## src/rtl/lpc_pkg.sv

```systemverilog
package lpc_pkg;

    // Width of a leaf entry
    localparam int PTE_W = 64;

    // Field positions in big-endian numbering (bit 0 = MSB)
    localparam int BE_REF      = 55;
    localparam int BE_CHG      = 56;
    localparam int BE_ATT_HI   = 58;
    localparam int BE_AUTH_PRV = 60;
    localparam int BE_AUTH_RD  = 61;
    localparam int BE_AUTH_RW  = 62;
    localparam int BE_AUTH_EX  = 63;

    // Decoded fields of a leaf entry that the checks use
    typedef struct packed {
        logic priv_only;
        logic rd;
        logic rw;
        logic ex;
        logic inhibit;
        logic ref_bit;
        logic chg_bit;
    } leaf_fields_t;

    // One registered verdict
    typedef struct packed {
        logic valid;
        logic ok;
        logic perm_err;
        logic rc_err;
    } verdict_t;

    localparam verdict_t VERDICT_IDLE = '{valid: 1'b0, ok: 1'b0, perm_err: 1'b0, rc_err: 1'b0};

endpackage

```

## src/rtl/lpc_field_extract.sv

```systemverilog
module lpc_field_extract
    import lpc_pkg::*;
#(
    parameter int W = PTE_W
) (
    input  logic [W-1:0]  pte,
    output leaf_fields_t  fields
);
    // Port index of a big-endian bit number
    localparam int IX_REF = W - 1 - BE_REF;
    localparam int IX_CHG = W - 1 - BE_CHG;
    localparam int IX_ATT = W - 1 - BE_ATT_HI;
    localparam int IX_PRV = W - 1 - BE_AUTH_PRV;
    localparam int IX_RD  = W - 1 - BE_AUTH_RD;
    localparam int IX_RW  = W - 1 - BE_AUTH_RW;
    localparam int IX_EX  = W - 1 - BE_AUTH_EX;

    always_comb begin
        fields.priv_only = pte[IX_PRV];
        fields.rd        = pte[IX_RD];
        fields.rw        = pte[IX_RW];
        fields.ex        = pte[IX_EX];
        fields.inhibit   = pte[IX_ATT];
        fields.ref_bit   = pte[IX_REF];
        fields.chg_bit   = pte[IX_CHG];
    end
endmodule

```

## src/rtl/lpc_auth_eval.sv

```systemverilog
module lpc_auth_eval
    import lpc_pkg::*;
(
    input  leaf_fields_t fields,
    input  logic         priv,
    input  logic         iside,
    input  logic         store,
    output logic         perm_ok
);
    logic gate_open;
    logic data_ok;
    logic fetch_ok;

    always_comb begin
        gate_open = priv | ~fields.priv_only;
        data_ok   = fields.rw | (fields.rd & ~store);
        fetch_ok  = fields.ex & ~fields.inhibit;
        perm_ok   = gate_open & (iside ? fetch_ok : data_ok);
    end
endmodule

```

## src/rtl/lpc_rc_eval.sv

```systemverilog
module lpc_rc_eval
    import lpc_pkg::*;
(
    input  leaf_fields_t fields,
    input  logic         store,
    output logic         rc_ok
);
    always_comb begin
        rc_ok = fields.ref_bit & (fields.chg_bit | ~store);
    end
endmodule

```

## src/rtl/leaf_perm_check.sv

```systemverilog
module leaf_perm_check
    import lpc_pkg::*;
#(
    parameter int W = PTE_W
) (
    input  logic         clk,
    input  logic         rst_n,
    input  logic         req_valid,
    input  logic [W-1:0] req_pte,
    input  logic         req_priv,
    input  logic         req_iside,
    input  logic         req_store,
    output logic         res_valid,
    output logic         res_ok,
    output logic         res_perm_err,
    output logic         res_rc_err
);
    localparam int IX_REF = W - 1 - BE_REF;
    localparam int IX_CHG = W - 1 - BE_CHG;
    localparam int IX_ATT = W - 1 - BE_ATT_HI;
    localparam int IX_PRV = W - 1 - BE_AUTH_PRV;
    localparam int IX_EX  = W - 1 - BE_AUTH_EX;

    leaf_fields_t fields;
    logic         perm_ok;
    logic         rc_ok;
    verdict_t     verdict_d;
    verdict_t     verdict_q;

    lpc_field_extract #(.W(W)) i_extract (
        .pte    (req_pte),
        .fields (fields)
    );

    lpc_auth_eval i_auth (
        .fields  (fields),
        .priv    (req_priv),
        .iside   (req_iside),
        .store   (req_store),
        .perm_ok (perm_ok)
    );

    lpc_rc_eval i_rc (
        .fields (fields),
        .store  (req_store),
        .rc_ok  (rc_ok)
    );

    // Next verdict: permission failure outranks reference/change failure
    always_comb begin
        verdict_d = VERDICT_IDLE;
        if (req_valid) begin
            verdict_d.valid    = 1'b1;
            verdict_d.ok       = perm_ok & rc_ok;
            verdict_d.perm_err = ~perm_ok;
            verdict_d.rc_err   = perm_ok & ~rc_ok;
        end
    end

    always_ff @(posedge clk) begin
        if (!rst_n) begin
            verdict_q <= VERDICT_IDLE;
        end else begin
            verdict_q <= verdict_d;
        end
    end

    assign res_valid    = verdict_q.valid;
    assign res_ok       = verdict_q.ok;
    assign res_perm_err = verdict_q.perm_err;
    assign res_rc_err   = verdict_q.rc_err;

    AST_VALID_FOLLOWS_STROBE: assert property (@(posedge clk) disable iff (!rst_n)
        req_valid |=> res_valid);
    AST_NO_SPURIOUS_VALID: assert property (@(posedge clk) disable iff (!rst_n)
        !req_valid |=> !res_valid);
    AST_ONE_VERDICT: assert property (@(posedge clk) disable iff (!rst_n)
        res_valid |-> ($countones({res_ok, res_perm_err, res_rc_err}) == 1));
    AST_QUIET_WHEN_IDLE: assert property (@(posedge clk) disable iff (!rst_n)
        !res_valid |-> !(res_ok | res_perm_err | res_rc_err));
    AST_PRIV_GATE: assert property (@(posedge clk) disable iff (!rst_n)
        (req_valid && !req_priv && req_pte[IX_PRV]) |=> res_perm_err);
    AST_NO_EXEC_INHIBITED: assert property (@(posedge clk) disable iff (!rst_n)
        (req_valid && req_iside && (req_pte[IX_ATT] || !req_pte[IX_EX])) |=> res_perm_err);
    AST_RC_CAUSE: assert property (@(posedge clk) disable iff (!rst_n)
        (req_valid && (!req_pte[IX_REF] || (req_store && !req_pte[IX_CHG]))) |=> !res_ok);
endmodule

```

## config.mk

```make
export PLATFORM = sky130hd
export DESIGN_NAME = leaf_perm_check
export DESIGN_NICKNAME = d
export VERILOG_FILES = /design/src/rtl/lpc_pkg.sv /design/src/rtl/lpc_field_extract.sv /design/src/rtl/lpc_auth_eval.sv /design/src/rtl/lpc_rc_eval.sv /design/src/rtl/leaf_perm_check.sv
export SDC_FILE = /design/constraint.sdc
export NUM_CORES = 1
export LEC_CHECK = 0
export ABC_AREA = 1
export BUFFER_PORTS_ARGS = -buffer_cell sky130_fd_sc_hd__clkbuf_2
export CORE_AREA = 3 3 40 42
export CTS_BUF_LIST = sky130_fd_sc_hd__clkbuf_16
export DETAILED_ROUTE_END_ITERATION = 10
export DIE_AREA = 0 0 43 45
export GPL_TIMING_DRIVEN = 0
export PLACE_DENSITY = 0.74
export SLEW_MARGIN = 15
export SYNTH_ARGS = -nofsm -noshare
export SYNTH_HDL_FRONTEND = slang
export SYNTH_SLANG_ARGS = --single-unit
export TNS_END_PERCENT = 20
```

## constraint.sdc

```tcl
create_clock -name clk -period 1 [get_ports clk]
set_clock_uncertainty 0.1 [all_clocks]
set_input_delay 0 -clock clk [delete_from_list [all_inputs] [get_ports clk]]
set_output_delay 0 -clock clk [all_outputs]
set_load 0.05 [all_outputs]
```

=== After elaboration in Yosys (flattened, before gate mapping) ===
Cells that the tools add are included.

* Div/mod/pow operators: 0
* Reduce and logical (&&, ||, !) cells: 1
* Bitwise gates (word level): 14
* Multiply operators: 0
* Shift-type cells: 0
* Equality and inequality tests: 0
* $lt $le $gt $ge: 0
* Multiplexer cells: 2
* Add/subtract/negate cells: 0

{| class="wikitable"
|+ Operator list
! operator !! count
|-
| $and 1x1->1 || 6
|-
| $not 1->1 || 5
|-
| $mux 4 || 1
|-
| $or 1x1->1 || 3
|-
| $reduce_and 2->1 || 1
|-
| $mux 1 || 1
|}

* Input port bits: 70
* Output and inout bits: 4
* Memories: 0
* RAM bits: 0
* Word-level logic and storage cells: 21
* Memory bits (read-only): 0
* Register bits after elaboration: 4
* Bits in latches: 0

=== Longest topological paths before layout ===
Gate-level depths: netlist of run 1.

* Depth after elaboration: 7
* Gate-level depth with buffers: 6
* Gate-level depth less buffers: 6

=== By module ===
A second synthesis of run 1 with hierarchy kept.

* Cell total of the unflattened synthesis: 32
* Area, all modules: 229.0 um2

{| class="wikitable"
|+ Modules (own cells, without submodules)
! module !! seq. area each (um2) !! times used !! area each (um2) !! cells each
|-
| leaf_perm_check || 80.1 || 1 || 112.6 || 12
|-
| lpc_field_extract || 0.0 || 1 || 52.6 || 7
|-
| lpc_auth_eval || 0.0 || 1 || 47.5 || 10
|-
| lpc_rc_eval || 0.0 || 1 || 16.3 || 3
|}

=== Least setup slack after synthesis of run 1 ===
No wires, ideal clock.

* Kind: register -> output
* From: register verdict_q, in the netlist res_ok
* To: output res_ok
* Cell stages (with the launch flop): 1
* Required time: 0.900 ns
* Setup slack: 0.313 ns
* Data arrival time: 0.587 ns
* Path buffers: 0
* Path through: dfxtp_1

{| class="wikitable"
|+ RTL lines
! item !! line !! RTL
|-
| start: declaration || leaf_perm_check.sv:28 || <nowiki>verdict_t verdict_q;</nowiki>
|-
| start signal: assignment || leaf_perm_check.sv:64 || <nowiki>verdict_q <= verdict_d;</nowiki>
|-
| end: declaration || leaf_perm_check.sv:14 || <nowiki>output logic res_ok,</nowiki>
|}

No word-level cell between the ends.

=== Worst setup path after layout of run 1 ===
* From: input req_iside
* To: register verdict_q, in the netlist res_ok

* Longest elaborated chain between the ends: 3

{| class="wikitable"
|+ Ends and longest elaborated chain
! item !! line !! RTL
|-
| start: declaration || leaf_perm_check.sv:11 || <nowiki>input logic req_iside,</nowiki>
|-
| $mux 1 || lpc_auth_eval.sv:18 || <nowiki>perm_ok = gate_open & (iside ? fetch_ok : data_ok);</nowiki>
|-
| $and 1x1->1 || lpc_auth_eval.sv:18 ||
|-
| $and 1x1->1 || leaf_perm_check.sv:54 || <nowiki>verdict_d.ok = perm_ok & rc_ok;</nowiki>
|}

No other way between the ends.
A chain may end at the register's enable or synchronous reset.

==> flow_summary.yaml, run 1 <==
grt:
  grt.overflow.total: 0
  grt_pass1_wl_um: 793
  grt_max_degree: 5
  first_global_vias: 228
  antenna_found_initial: 0
  grt_usage_pct: 6.07
setup_path:
  required_ns: 1.01
  crit_fanout: 3
  critPathKind: "in -> reg"
  start_kind: "input port"
  endpoint_kind: "flop"
  slowest_stage: "dlygate4sd3_1"
  crit_arrival_ns: 0.92
  critPathMaxStageDelay_ns: 0.53
  crit_chain: "dlygate4sd3_1 > clkbuf_2 > nor2_2 > nand2_1 > nand3_2 > nor2_1"
synthesis:
  synth-seq-cells: 4
  synthTopCellsByArea: "dfxtp_1 (49%), nand2_1 (18%), inv_1 (6.9%)"
  synth_simple_gate_area_share_pct: 31.5
  seq_area_frac_synth_pct: 49.2
  synth_warnings: 0
  syn_inst: 23
  synth_fa_ha_area_share_pct: 0
  synth_top_family_by_area: "simple AND/OR/NAND/NOR gates"
  yosys.area.top_type: "dfxtp_1"
  synth_xor_area_share_pct: 0
  syn-mean-instance-area_sq_um: 7.07
  synth_area_sq_um: 163
  synth_top_area_share_pct: 49.2
  synth-compound-area-share_pct: 7.69
  syn-num-nets: 93
  synthMuxAreaShare_pct: 0
  synth.distinct_cells: 8
power:
  vdd_ir_drop_max_mv: 0.401
  swShare_pct: 17.8
  cellLeakagePower_nw: 0.221
  p_int_uw: 723
  power_frac_clock_pct: 69.6
  seqPwrFrac_pct: 19.2
  power.share.combinational_pct: 11.2
  p_sw_uw: 157
  cellPowerDensity_nw_per_um2: 2200
floorplanning:
  rows: 13
  start_util_pct: 12.7
  die_y_um: 45
  die_x_um: 43
  design.core.area_sq_um: 1280
  die_area_sq_um: 1940
  io_pins: 74
layout:
  final_layout_size_suffix_gt1_share_pct: 47.9
  final_util_pct: 31.1
  finalNonFillerCells: 63
  nets: 120
  syn_to_final_growth_pct: 145
  n_antenna_cell: 0
  num-fill-cells: 146
timing:
  drv_slew: 0
  worst_slew_pin_slew_ns: 0.277
  slew_headroom_pct: 81.6
  fin_tns_setup_ns: 0
  fin_crit_sh_pct: 91.2
  holdWs_ns: 0.0143
  period_minus_slack_ns: 0.912
  hold_viol: 0
  rsz0062_at_grt: "no"
  fmax_mhz: 1100
  finalSetupViolations: 0
placed_design:
  gp_congestion: 0.630
  port_buffers: 16
  placed_cells: 54
drt:
  drc: 0
  detail_route.first_pass.iterations: 2
  ant_nets: 0
  num_vias: 209
  avgRoutedWirePerCell_um: 7.33
  initialDrtViolationCount: 1
  vias_per_cell: 3.32
  wirelength_um: 462
clocking:
  cts_tree: "yes"
  numCtsBuffers: 3
  h-tree-depth: 1
  cts_setup_buffers: 0
  cts_buffer_depth: 2
  root_buffer: "clkbuf_16"
  cts.sinks: 4
  cts.clk_slew.worst_paths_ns: 0.03
run_status:
  status: "complete, no violations"
job:
  cap_violations: 0
min_path:
  worstHoldPathType: "in -> reg"
## through the flow
step	total power [mW]	setup slack [ns]	cell area (sq um)
finish	0.880	0.0876	399
global route	0.911	0.00148	399
CTS	0.890	0.0694	397
detailed placement	0.250	0.339	262
global placement	0.249	0.351	262
floorplan	0.217	0.313	163
## power by group through the flow
stage	Sequential [mW]	Combinational, mW	Clock (mW)
3_3_place_gp	0.171	0.0776	0
2_1_floorplan	0.195	0.0219	0
3_5_place_dp	0.171	0.0791	0
6_report	0.169	0.0983	0.613
4_1_cts	0.169	0.0975	0.623
5_1_grt	0.169	0.110	0.632
## layout by cell type (no fill, tap or decap), drive strengths merged
cell / count
clkbuf: 19
nand2: 8
dlygate4sd3: 6
inv: 5
dfxtp: 4
nor2: 3
o211ai: 1
nand3: 1
o21ai: 1
## registers in the layout, indices dropped and copies added (netlist names)
signal / count
res_ok: 1
res_perm_err: 1
res_rc_err: 1
res_valid: 1
## final cells by class
type | instances | area, sq um | area share [%]
multi-input cells | 14 | 66.3 | 16.6
flip-flops and latches | 4 | 80.1 | 20.1
well taps | 15 | 18.8 | 4.70
clock buffers | 3 | 75.1 | 18.8
repair buffers | 22 | 140 | 35.1
inverters | 5 | 18.8 | 4.70
## worst paths after layout
check	depth (start not counted)	from	end	slack, ns
max	6	req_iside	res_ok	0.09
min	5	req_store	res_rc_err	0.01
## Yosys cell counts, drive strengths merged
cell type	n
o21ai	1
nand2	8
nor2	3
dfxtp	4
nand3	1
o211ai	1
inv	5
## routing by layer
| layer | track usage [%] | vias to the layer above | part of all wire (%) |
|---|---|---|---|
| li1 | - | 119 | - |
| met1 | 6.25 | 73 | 43 |
| met2 | 7.78 | 17 | 37 |
| met3 | 4.78 | 0 | 20 |
| met4 | 5.42 | 0 | 0 |
| met5 | 0 | - | 0 |
## critical path: cells and delay by family
family / cells / cell delay (ns)
simple gates: 4 / 0.26
buf+inv: 2 / 0.65
## cells by family after synthesis
| kind of cell | Yosys count |
|---|---|
| AND/OR/NAND/NOR | 12 |
| flip-flops | 4 |
| buffers and inverters | 5 |
| AO/OA/AOI/OAI | 2 |
## what timing repair did
action | CTS | global route
setup endpoints to repair | 0 | 3
gates resized for setup | 0 | 1
hold buffers | 6 | 0
hold endpoints to repair | 4 | 0
No activity file was read; power rests on OpenSTA's default activity.
==> run 2, diff against run 1 <==
CTS_BUF_LIST = sky130_fd_sc_hd__clkbuf_2   (was sky130_fd_sc_hd__clkbuf_16)
==> run 2 against run 1 <==
Routed wire length decreased by 0.65%. Critical path depth unchanged. Setup slack got worse by 0.017 ns. Highest routed layer unchanged.
==> flow_summary.yaml, run 2 (synthesis gave the netlist of run 1 again) <==
placed_design:
  gp_congestion: 0.630
  place_area_sq_um: 262
  placed_cells: 54
  preCtsSetupSlack_ns: 0.339
  port_buffers: 16
grt:
  grt.overflow.total: 0
  antenna_found_initial: 0
  grt_max_degree: 5
  grt_usage_pct: 6.16
  grt_pass1_wl_um: 807
  first_global_vias: 230
timing:
  period_minus_slack_ns: 0.929
  hold_viol: 0
  slew_headroom_pct: 81.6
  rsz0062_at_grt: "no"
  fin_tns_setup_ns: 0
  fmax_mhz: 1080
  drv_slew: 0
  fin_ws_ns: 0.0708
  holdWs_ns: 0.0337
  finalSetupViolations: 0
  worst_slew_pin_slew_ns: 0.277
  fin_crit_sh_pct: 92.9
min_path:
  worstHoldPathType: "in -> reg"
  min_path_cells: 5
floorplanning:
  start_util_pct: 12.7
  design.core.area_sq_um: 1280
  die_y_um: 45
  rows: 13
  die_area_sq_um: 1940
  die_x_um: 43
  io_pins: 74
power:
  fin_total_pwr_uw: 409
  vdd_ir_drop_max_mv: 0.247
  cellLeakagePower_nw: 0.196
  cellPowerDensity_nw_per_um2: 1210
layout:
  final_layout_size_suffix_gt1_share_pct: 47.9
  layout_common_cells: "clkbuf_2 (19), nand2_1 (8), dlygate4sd3_1 (6)"
  n_antenna_cell: 0
  num-fill-cells: 148
  mostFrequentLayoutCell: "clkbuf_2"
  finalNonFillerCells: 63
  nets: 120
  post-route-cell-area_sq_um: 339
  syn_to_final_growth_pct: 108
  final_util_pct: 26.4
clocking:
  h-tree-depth: 1
  root_buffer: "clkbuf_2"
  cts_setup_buffers: 0
  cts.sinks: 4
  cts_buffer_depth: 2
  numCtsBuffers: 3
  cts.clk_slew.worst_paths_ns: 0.04
  cts_tree: "yes"
setup_path:
  slowest_stage: "dlygate4sd3_1"
  required_ns: 0.99
  critPathMaxStageDelay_ns: 0.53
  crit_fanout: 3
  crit_chain: "dlygate4sd3_1 > clkbuf_2 > nor2_2 > nand2_1 > nand3_2 > nor2_1"
  endpoint_kind: "flop"
  start_kind: "input port"
  crit_arrival_ns: 0.92
  critPathKind: "in -> reg"
drt:
  vias_per_cell: 3.33
  wirelength_um: 459
  detail_route.first_pass.iterations: 2
  ant_nets: 0
  num_vias: 210
  initialDrtViolationCount: 1
  avgRoutedWirePerCell_um: 7.29
  drc: 0
job:
  cap_violations: 0
run_status:
  status: "complete, no violations"
run 2: changes by cell type in the layout (fill, tap and decap cells not counted):
cell / change
clkbuf_16: -3
clkbuf_2: +3
run 2: where the power goes:
group          switching (mW)  internal [mW]
Clock                  0.0621         0.0806
Combinational          0.0525         0.0458
Sequential            0.00136          0.167
Total                   0.116          0.293
run 2: final timing paths:
kind / slack, ns / from / endpoint
setup / recovery: 0.07 / req_iside / res_ok
hold / removal: 0.03 / req_store / res_rc_err
run 2: layout make-up:
cell class                      count  area (sq um)  area share (%)
Timing Repair Buffer               22           140            41.3
Tap cell                           15          18.8            5.54
Multi-Input combinational cell     14          66.3            19.6
Clock buffer                        3          15.0            4.43
Inverter                            5          18.8            5.54
Sequential cell                     4          80.1            23.6
run 2: what timing repair did:
item / 4_1_cts / 5_1_grt
endpoints found under the setup margin: 0 / 2
endpoints found under the hold margin: 4 / 0
hold buffers: 6 / 0
gates resized for setup: 0 / 1
run 2: layer usage:
| layer | global-route usage (%) | up-vias | routed length, um |
|---|---|---|---|
| met5 | 0 | - | 0 |
| met4 | 7.23 | 0 | 0 |
| met3 | 3.59 | 0 | 90 |
| met2 | 8.08 | 17 | 182 |
| met1 | 6.25 | 74 | 186 |
| li1 | - | 119 | - |
run 2: critical path, delay by kind of cell:
family                 cells  cell delay, ns
buffers and inverters      2            0.65
AND/OR/NAND/NOR            4            0.26
